File: config.mk
export PLATFORM = sky130hd
export DESIGN_NAME = cmd_framer
export DESIGN_NICKNAME = d
export VERILOG_FILES = /design/src/rtl/cmd_framer.sv
export SDC_FILE = /design/constraint.sdc
export NUM_CORES = 1
export LEC_CHECK = 0
export ABC_AREA = 1
export BUFFER_PORTS_ARGS = -buffer_cell sky130_fd_sc_hd__buf_2
export CORE_ASPECT_RATIO = 0.8
export CORE_MARGIN = 5
export CORE_UTILIZATION = 30
export CTS_BUF_LIST = sky130_fd_sc_hd__clkbuf_4 sky130_fd_sc_hd__clkbuf_8 sky130_fd_sc_hd__clkbuf_16
export CTS_CLUSTER_SIZE = 40
export DETAILED_ROUTE_END_ITERATION = 8
export GPL_ROUTABILITY_DRIVEN = 1
export PLACE_DENSITY = 0.43
export SLEW_MARGIN = 10
export SYNTH_ARGS = -nofsm -noshare
export SYNTH_HDL_FRONTEND = slang
export SYNTH_SLANG_ARGS = --single-unit
File: constraint.sdc
create_clock -name clk -period 6.6 [get_ports clk]
set_input_delay 0.33 -clock clk [delete_from_list [all_inputs] [get_ports clk]]
set_output_delay 0.33 -clock clk [all_outputs]
set_load 0.03 [all_outputs]
File: src/rtl/cmd_framer.sv
module cmd_framer #(
  parameter int MAX_WORDS = 12
) (
  input  logic        clk,
  input  logic        rst_n,
  input  logic        in_valid,
  input  logic [31:0] in_data,
  output logic        in_ready,
  output logic        pkt_valid,
  output logic        pkt_sop,
  output logic        pkt_eop,
  output logic [31:0] pkt_data,
  output logic        xfer_start,
  output logic        xfer_read,
  output logic [31:0] xfer_pos,
  output logic [31:0] xfer_size,
  input  logic        xfer_done,
  input  logic [2:0]  env_sel,
  output logic [31:0] env_word,
  output logic [12:0] status,
  output logic        fb_dirty
);
  localparam int CW = $clog2(MAX_WORDS + 1);

  typedef enum logic [1:0] {COLLECT, EMIT, XFER} st_t;

  function automatic logic [3:0] extra_words(input logic [7:0] op);
    casez (op)
      8'h02:        return 4'd2;
      8'b0010_00??: return 4'd3;
      8'b0010_01??: return 4'd6;
      8'b0010_10??: return 4'd4;
      8'b0010_11??: return 4'd8;
      8'b0011_00??: return 4'd5;
      8'b0011_01??: return 4'd8;
      8'b0011_10??: return 4'd7;
      8'b0011_11??: return 4'd11;
      8'b0100_0???: return 4'd2;
      8'b0100_1???: return 4'd3;
      8'b0101_0???: return 4'd3;
      8'b0101_1???: return 4'd4;
      8'b0110_00??: return 4'd2;
      8'b0110_01??: return 4'd3;
      8'b0110_10??: return 4'd1;
      8'b0111_00??: return 4'd1;
      8'b0111_01??: return 4'd2;
      8'b0111_10??: return 4'd1;
      8'b0111_11??: return 4'd2;
      8'h80:        return 4'd3;
      8'hA0:        return 4'd2;
      8'hC0:        return 4'd2;
      default:      return 4'd0;
    endcase
  endfunction

  st_t            st;
  logic [31:0]    buf_q [MAX_WORDS];
  logic [CW-1:0]  cnt;
  logic [CW-1:0]  idx;
  logic [3:0]     need;
  logic [31:0]    env [8];

  logic [31:0] head_word;
  logic [7:0]  op;
  logic [3:0]  need_now;
  logic        accept, last, is_img;

  assign head_word = (cnt == '0) ? in_data : buf_q[0];
  assign op        = head_word[31:24];
  assign need_now  = (cnt == '0) ? extra_words(op) : need;
  assign accept    = (st == COLLECT) && in_valid;
  assign last      = accept && (cnt == CW'(need_now));
  assign is_img    = (op == 8'hA0) || (op == 8'hC0);

  assign in_ready  = (st == COLLECT);
  assign pkt_valid = (st == EMIT);
  assign pkt_sop   = pkt_valid && (idx == '0);
  assign pkt_eop   = pkt_valid && (idx == CW'(need));
  assign pkt_data  = buf_q[idx];
  assign env_word  = env[env_sel];
  assign status    = {env[6][1:0], env[1][10:0]};

  always_ff @(posedge clk)
    if (accept) buf_q[cnt] <= in_data;

  always_ff @(posedge clk) begin
    if (!rst_n) begin
      st         <= COLLECT;
      cnt        <= '0;
      idx        <= '0;
      need       <= '0;
      fb_dirty   <= 1'b0;
      xfer_start <= 1'b0;
      xfer_read  <= 1'b0;
      xfer_pos   <= '0;
      xfer_size  <= '0;
      for (int i = 0; i < 8; i++) env[i] <= {8'hE0 + 8'(i), 24'h0};
    end else begin
      xfer_start <= 1'b0;
      case (st)
        COLLECT: if (accept) begin
          if (cnt == '0) need <= need_now;
          if (last) begin
            cnt <= '0;
            if (op[7:3] == 5'b11100) env[op[2:0]] <= head_word;
            if ((op & 8'hF4) == 8'h24) env[1][8:0] <= buf_q[4][8:0];
            if ((op & 8'hF4) == 8'h34) env[1][8:0] <= buf_q[5][8:0];
            if (op >= 8'h02 && op < 8'hC0) fb_dirty <= 1'b1;
            if (is_img) begin
              st         <= XFER;
              xfer_start <= 1'b1;
              xfer_pos   <= buf_q[1];
              xfer_size  <= in_data;
              xfer_read  <= (op == 8'hC0);
            end else begin
              st  <= EMIT;
              idx <= '0;
            end
          end else begin
            cnt <= cnt + 1'b1;
          end
        end
        EMIT: begin
          if (idx == CW'(need)) st <= COLLECT;
          else idx <= idx + 1'b1;
        end
        XFER: if (xfer_done) st <= COLLECT;
        default: st <= COLLECT;
      endcase
    end
  end
endmodule

Word-level counts from Yosys, hierarchy flattened
Memories as Yosys holds them, arrays and structs flattened. A register that Yosys moved wholly into a read port is not among the register bits.
Cells that the tools add are included.
{"block": "op_classes", "n_lt_le_gt_ge": 2, "bitwise_logic": 2, "n_reduce_logical": 24, "n_mux": 44, "n_addsub": 2, "n_eq_ne": 36}
{"op": "two-way mux 32 bit", "n": 2}
{"op": "== test 6 x 4 -> 1 bit, second input constant", "n": 8}
{"op": "== test 6 x 5 -> 1 bit, second input constant", "n": 7}
{"op": "case mux 4 bit (9 select lines)", "n": 1}
{"op": "two-way mux 4 bit", "n": 8}
{"op": "OR reduction 32 bit", "n": 1}
{"op": "== test 8 bit, second input constant", "n": 3}
{"op": "two-way mux 1 bit", "n": 23}
{"op": "== test 5 x 4 -> 1 bit, second input constant", "n": 4}
{"op": "two-way mux 9 bit", "n": 2}
{"op": "AND reduction 4 bit", "n": 4}
{"op": "== test 5 x 3 -> 1 bit, second input constant", "n": 2}
{"op": "two-way mux 2 bit", "n": 5}
{"op": "adder 4 x 1 -> 4 bit, second input constant", "n": 2}
{"op": "== test 4 bit", "n": 2}
{"op": "== test 8 x 2 -> 1 bit, second input constant", "n": 1}
{"op": ">= comparator 8 x 2 -> 1 bit, second input constant", "n": 1}
{"op": "zero test 4 bit", "n": 2}
{"op": "less-than comparator 8 bit, second input constant", "n": 1}
{"op": "case mux 4 bit (2 select lines)", "n": 1}
{"op": "OR reduction 7 bit", "n": 1}
{"op": "!= test 2 x 1 -> 1 bit, second input constant", "n": 3}
{"op": "!= test 2 bit, second input constant", "n": 3}
{"op": "case mux 2 bit (3 select lines)", "n": 1}
{"op": "other kinds (16)", "n": 22}
{"block": "word_totals", "word_cells": 120, "ff_bits": 49, "ramBits": 640, "inputBits": 39, "n_memories": 2, "out_inout_bits": 148}
{"name": "buf_q", "depth": 12, "width": 32, "read_ports": 5, "rd_ports_with_merged_regs": 2, "wr": 1, "line": "57", "rtl": "logic [31:0] buf_q [MAX_WORDS];"}
{"name": "env", "depth": 8, "width": 32, "read_ports": 3, "rd_ports_with_merged_regs": 0, "wr": 8, "line": "61", "rtl": "logic [31:0] env [8];"}

Longest topological paths before layout
Gate-level depths: netlist of run 1.
{"block": "logic_depth", "ltp_word": 15, "mapped_depth": 24}

Worst setup path after synthesis of run 1
Ideal clock, no wire load.
{"block": "synth_timing", "path_type": "reg2reg", "startpoint": "register st[1]", "endpoint": "memory buf_q[1][0], enable pin", "arrival_time_ns": 3.493, "setup_slack_ns": 2.645, "path_stages_with_launch": 5, "t_required_ns": 6.139, "path_buffers": 1, "synth_period_minus_slack_ns": 3.955, "path_cell_list": "dfxtp_1 nor2_1 nand2_1 clkbuf_1 nor3_1"}
{"block": "synth_via", "elab_chain_cells": 4}
{"item": "start, declared", "line": "56", "rtl": "st_t st;"}
{"item": "start signal, assigned", "line": "88", "rtl": "st <= COLLECT;"}
{"item": "start signal, assigned", "line": "110", "rtl": "st <= XFER;"}
{"item": "start signal, assigned", "line": "116", "rtl": "st <= EMIT;"}
{"item": "zero test 2 bit"}
{"item": "named net in_ready", "line": "8", "rtl": "output logic in_ready,"}
{"item": "logical AND 1 bit", "line": "71", "rtl": "assign accept = (st == COLLECT) && in_valid;"}
{"item": "two-way mux 1 bit", "line": "84", "rtl": "if (accept) buf_q[cnt] <= in_data;"}
{"item": "two-way mux 1 bit (implied by the code)", "line": "84"}
{"item": "end, declared", "line": "57"}
The timed path passes the listed nets, and every way through them passes these cells.

==> results of run 1 <==
-- per-layer routing --
metal	wire length, um	track usage	vias up	part of all wire
met5	0	0	-	0
met2	44120	0.2832	481	0.47
met1	42960	0.2371	10610	0.46
met4	1869	0.03801	0	0.020
li1	-	-	9887	-
met3	4104	0.02835	119	0.044
-- path summary, 6_finish.rpt --
check	to	startpoint	cells past startpoint
worst max-delay path	env[6][8]$_SDFFCE_PN0P_	cnt[0]$_SDFFE_PN0P_	21
worst min-delay path	st[1]$_SDFFE_PN0P_	xfer_done	4
worst max register to register	env[6][8]$_SDFFCE_PN0P_	cnt[0]$_SDFFE_PN0P_	21
worst min register to register	xfer_read$_SDFFE_PN0P_	xfer_read$_SDFFE_PN0P_	2
-- registers in the layout, indices dropped and copies added, names as in the netlist, named ones only --
name	count
xfer_start	1
st	2
idx	4
xfer_size	32
need	4
xfer_read	1
env	256
xfer_pos	32
cnt	4
buf_q	384
fb_dirty	1
-- synth_stat cells, types with 3 or more instances --
master | n | area, um^2
a211oi_1 | 18 | 135.1
a21oi_1 | 29 | 145.1
a31oi_1 | 51 | 319.1
buf_1 | 21 | 78.83
buf_2 | 22 | 110.1
buf_4 | 13 | 97.59
buf_6 | 5 | 56.30
clkbuf_1 | 124 | 465.5
clkinv_1 | 4 | 15.01
dfxtp_1 | 85 | 1702
edfxtp_1 | 640 | 19220
ha_1 | 6 | 75.07
inv_1 | 42 | 157.7
inv_2 | 7 | 26.28
mux2i_1 | 15 | 150.1
nand2_1 | 139 | 521.8
nand2_2 | 7 | 43.79
nand3_1 | 35 | 175.2
nand3_2 | 3 | 30.03
nand3b_1 | 3 | 22.52
nand4_1 | 17 | 106.4
nor2_1 | 843 | 3164
nor2_2 | 7 | 43.79
nor3_1 | 12 | 60.06
o211ai_1 | 3 | 22.52
o21ai_0 | 406 | 2032
o21ai_1 | 17 | 85.08
o221ai_1 | 13 | 113.9
o22ai_1 | 76 | 475.5
or2_2 | 13 | 81.33
xnor2_1 | 4 | 35.03
xor2_1 | 3 | 26.28
-- cell families after synthesis --
| family | after synthesis | share of synthesized area |
|---|---|---|
| mux | 15 | 0.005017 |
| buf+inv | 238 | 0.03366 |
| fa+ha+maj | 6 | 0.002509 |
| simple gates | 1085 | 0.1444 |
| flops | 725 | 0.6991 |
| other cells | 2 | 0.0002510 |
| compound gates | 618 | 0.1131 |
| xor+xnor | 7 | 0.002049 |
-- tightest hold or removal path: cells and delay by family --
kind,cells,cell delay [ns]
AND/OR/NAND/NOR,1,0.07
AO/OA/AOI/OAI,1,0.05
buffers and inverters,2,0.17
-- layout by cell type, fill, tap and decap left out, drive strengths merged, types with 6 or more instances in the layout --
master,instances
clkinv,34
a211oi,18
inv,57
o22ai,76
o221ai,13
edfxtp,640
a21oi,29
nand3,38
a31oi,51
conb,64
nor2,853
clkbuf,105
or2,13
nand2,148
buf,252
mux2i,15
o21ai,424
dfxtp,85
nand4,17
nor3,12
ha,6
-- power groups by stage --
stage          Clock [mW]  Combinational [mW]  Sequential, mW
2_1_floorplan           0                1.58            5.41
3_3_place_gp            0                2.55            5.46
3_5_place_dp            0                2.56            5.46
4_1_cts              4.57                2.57            5.36
5_1_grt              4.77                2.75            5.38
6_report             4.45                2.52            5.36
-- final cells by class --
cell class              count  area share
clock buffers             105     0.06349
flip-flops and latches    725      0.5955
multi-input cells        1795      0.2364
inverters                  53    0.005768
well taps                1312     0.04672
clock inverters            44     0.01104
repair buffers            252     0.04102
-- metrics by stage --
stage	cells	cell area [um^2]
after floorplan	2758	30160
after global placement	4137	32520
after detailed placement	4137	32520
after CTS	4286	35140
after global routing	4286	35140
final	4286	35140
==> results.yml, run 1 <==
die:
  dieArea_um2: 106200
  rows: 103
  die_h_um: 292.5
  ioPinCount: 187
  core_um2: 98850
  initial_core_util: 0.3028
  fp.dieW_um: 363.1
power_and_ir_drop:
  power_density_nw_per_um2: 350.8
  clkPwrFrac: 0.361
  p_comb_frac: 0.205
  p_int_mw: 8.436
  ir_drop_v: 0.0001867
  power_mw: 12.33
  netSwitchingFraction: 0.3157
  total_leakage_power_nw: 12.71
  seqPwrFrac: 0.435
  switching_power_mw: 3.891
grt:
  grt_pass1_vias: 21040
  antenna_found_initial: 2
  grt_max_degree: 92
  grt-ovfl-total: 0
  gr-usage-all-layers: 0.1709
  grt_pass1_wl_mm: 137.6
synthesis:
  synth_seq_cells: 725
  async_flop_share: 0
  netlist_instances: 2696
  synth_edf_count: 640
  yosys_most_used_dff: "edfxtp_1"
  synth.avg_cell_area_um2: 11.10
  yosys_warnings: 0
  ys_seq_area_frac: 0.6991
  synth_cell_type_count: 41
  netlist_area_um2: 29930
timing:
  rsz0062_at_grt: "false"
  fmax_ghz: 0.1852
  finalSetupTns_ns: 0
  finalSetupViolations: 0
  setup_ws_ns: 1.199
  skew_ns: 0.05023
  timing.final.max_slew_violations: 0
  timing.final.crit_share: 0.8183
  worst_pin_slew_ns: 1.137
  finalCriticalPeriod_ns: 5.401
  holdWs_ns: 0.04098
  max_slew_margin: 0.2204
  hold_viol: 0
finish:
  fin_nets: 2953
  multi_input_area_um2: 8308
  drive_gt1_frac: 0.1506
  ff_latch_area_um2: 20930
  fillCellCount: 9829
  num_antenna_cells: 0
  syn2layout_area_growth_pct: 17.42
  fin_util: 0.3555
clocking:
  cts_tree: "done"
  cts_max_path_buffers: 3
  htree_levels: 3
  cts_root_buf: "clkbuf_16"
  clkLatencyLatePin_ns: 0.65
  post_cts_resized: 0
  clock-sinks: 725
  post_cts_buffers: 0
  clk_pin_slew_worst_paths_ns: 0.06
  postCtsHoldBufs: 0
  cts_made_buffers: 81
outcome:
  outcome: "finished clean"
placement:
  place.detailed.hpwl_mm: 57.91
  routabilityCongestion: 0.8054
  post-place-ws_ns: 1.238
  place.port_buffers: 186
critical_path:
  cpPeakStageDelay_ns: 0.48
  crit_arrival_ns: 5.68
  crit_family: "simple AND/OR/NAND/NOR gates"
  path_class: "register to register"
  worstSetupStartpointType: "register"
  worstPathCellList: "inv_1 -> ha_1 -> nand2_4 -> inv_2 -> nand2_1 -> nand2_1 -> nor2_2 -> nand4_1 -> nand2_1 -> nor2_1 -> nand4_1 -> nand2_1 -> nand2_1 -> nand3_2 -> nor2_8 -> nand3_2 -> nor2_2 -> nand2_1 -> buf_4 -> nand2_1 -> buf_4"
  cp_common_cell: "nand2_1"
  worst-r2r-setup-slack_ns: 1.20
  crit_required_ns: 6.88
  critPathMaxFanout: 25
  critPathBufInv: 4
  worst_setup_path_end_kind: "register"
  cp_slowest_cell: "nand2_1"
drt:
  dr.pass1.iters: 5
  routed_wl_mm: 93.06
  drtAntennaViolNets: 0
  wl_per_cell_um: 21.71
  drtIter0Drc: 1557
  drc: 0
  vias: 21090
  via_per_inst: 4.921
job:
  max_cap_viol_count: 0
worst_hold_path:
  hp-class: "primary input to register"
(Power assumes the default switching activity.)
==> run 2: changes to the inputs <==
clock period = 5.7 ns   (was 6.6 ns; I/O delays follow)
==> results.yml, run 2 (synthesized netlist as in run 1, its figures left out) <==
outcome:
  outcome: "finished clean"
timing:
  timing.final.crit_share: 0.8578
  skew_ns: 0.01920
  worst_pin_slew_ns: 1.156
  max_slew_margin: 0.2073
  hold_viol: 0
  finalCriticalPeriod_ns: 4.889
  fmax_ghz: 0.2045
  rsz0062_at_grt: "false"
  holdWs_ns: 0.04303
  timing.final.max_slew_violations: 0
  finalSetupTns_ns: 0
  finalSetupViolations: 0
critical_path:
  path_class: "register to register"
  critPathMaxFanout: 32
  worst_setup_path_end_kind: "register"
  crit_arrival_ns: 5.15
  worst-r2r-setup-slack_ns: 0.81
  worstSetupStartpointType: "register"
  crit_family: "simple AND/OR/NAND/NOR gates"
  crit_required_ns: 5.96
  cpPeakStageDelay_ns: 0.47
  r2r-start: "cnt[0]$_SDFFE_PN0P_"
  critPathBufInv: 5
  cp_slowest_cell: "buf_4"
  worstPathCellList: "inv_1 -> ha_1 -> nand2_4 -> buf_4 -> nand2_1 -> nand2_2 -> nor2_2 -> buf_4 -> nand4_1 -> nand2_1 -> nor2_1 -> nand4_1 -> nand3_1 -> nand3_2 -> nor2_8 -> nand3_2 -> nor2_4 -> nand2_1 -> buf_4 -> nand2_1 -> buf_4"
  critPathLaunch: "cnt[0]$_SDFFE_PN0P_"
clocking:
  clock-sinks: 725
  post_cts_resized: 0
  cts_root_buf: "clkbuf_16"
  clkLatencyLatePin_ns: 0.63
  cts_max_path_buffers: 3
  cts_tree: "done"
  htree_levels: 3
  cts_made_buffers: 81
  clk_pin_slew_worst_paths_ns: 0.06
drt:
  dr.pass1.iters: 5
  routed_wl_mm: 93.62
  drc: 0
  via_per_inst: 4.886
  drtIter0Drc: 1821
  drtAntennaViolNets: 0
  vias: 20950
  wl_per_cell_um: 21.84
worst_hold_path:
  hp-class: "primary input to register"
  worstHoldStart: "in_data[13]"
die:
  ioPinCount: 187
  rows: 103
  fp.dieW_um: 363.1
  core_um2: 98850
  initial_core_util: 0.3028
  die_h_um: 292.5
  dieArea_um2: 106200
grt:
  gr-usage-all-layers: 0.1727
  grt-ovfl-total: 0
  antenna_found_initial: 3
  grt_pass1_vias: 20860
  grt_max_degree: 98
  grt_pass1_wl_mm: 139.1
placement:
  place.port_buffers: 186
  routabilityCongestion: 0.8022
  place.detailed.hpwl_mm: 56.82
finish:
  largest_register_ff_count: 384
  final_common_cell: "nor2_1"
  largestRegisters: "buf_q x384, env x256"
  regMostFlops: "buf_q"
  multi_input_area_um2: 8309
  fillCellCount: 9770
  ff_latch_area_um2: 20930
  fin_nets: 2951
  layout_common_cells: "nor2_1, edfxtp_1, o21ai_0"
  syn2layout_area_growth_pct: 17.88
  drive_gt1_frac: 0.1506
power_and_ir_drop:
  ir_drop_v: 0.0001839
  power_density_nw_per_um2: 406.9
  total_leakage_power_nw: 12.77
job:
  max_cap_viol_count: 0
## run 2: stage by stage
step / instance area (um^2) / setup slack, ns / cells / power, mW / utilization
2_1_floorplan: 30160 / 1.745 / 2758 / 8.092 / -
3_3_place_gp: 32500 / 1.015 / 4130 / 9.202 / 0.3288
3_5_place_dp: 32500 / 0.8342 / 4130 / 9.218 / 0.3288
4_1_cts: 35270 / 0.8083 / 4286 / 14.55 / 0.3568
5_1_grt: 35280 / 0.3486 / 4286 / 15.01 / 0.3569
6_report: 35280 / 0.8106 / 4287 / 14.36 / 0.3569
## run 2: worst paths after layout
check | cells after the start | end
max | 21 | env[7][6]$_SDFFCE_PN0P_
min | 1 | buf_q[1][13]$_DFFE_PP_
max reg2reg | 21 | env[7][6]$_SDFFCE_PN0P_
min reg2reg | 2 | xfer_size[2]$_SDFFE_PN0P_
## run 2: where the power goes
group          total (mW)  internal [mW]  switching, mW
sequential           6.22           6.06          0.163
combinational        2.84          0.720           2.12
clock                5.30           3.10           2.19
total                14.4           9.88           4.48
## run 2: timing repair
action,4_1_cts,5_1_grt
endpoints found under the hold margin,38,0
setup buffers,0,0
hold buffers,5,0
## run 2: cell type report
type                       instances  area share
antenna                            1  0.00007093
clock buffer                     109     0.06661
clock inverter                    42     0.01046
inverter                          53    0.005746
multi-input combinational       1795      0.2355
sequential                       725      0.5932
tap                             1312     0.04653
timing repair buffer             250     0.04185
## run 2: worst reg2reg max path: cells and delay by family (launching register included)
kind                       cells  cell delay, ns
adders and majority gates      1            0.36
buffers and inverters          5            1.33
DFF                            1            0.43
and+or+nand+nor               15            2.38
## run 2: metal layers
metal | routed length, um | GRT usage | vias up
li1 | - | - | 9879
met1 | 43580 | 0.2439 | 10410
met2 | 43490 | 0.2799 | 531
met3 | 4382 | 0.02597 | 131
met4 | 2165 | 0.04475 | 0
met5 | 0 | 0 | -
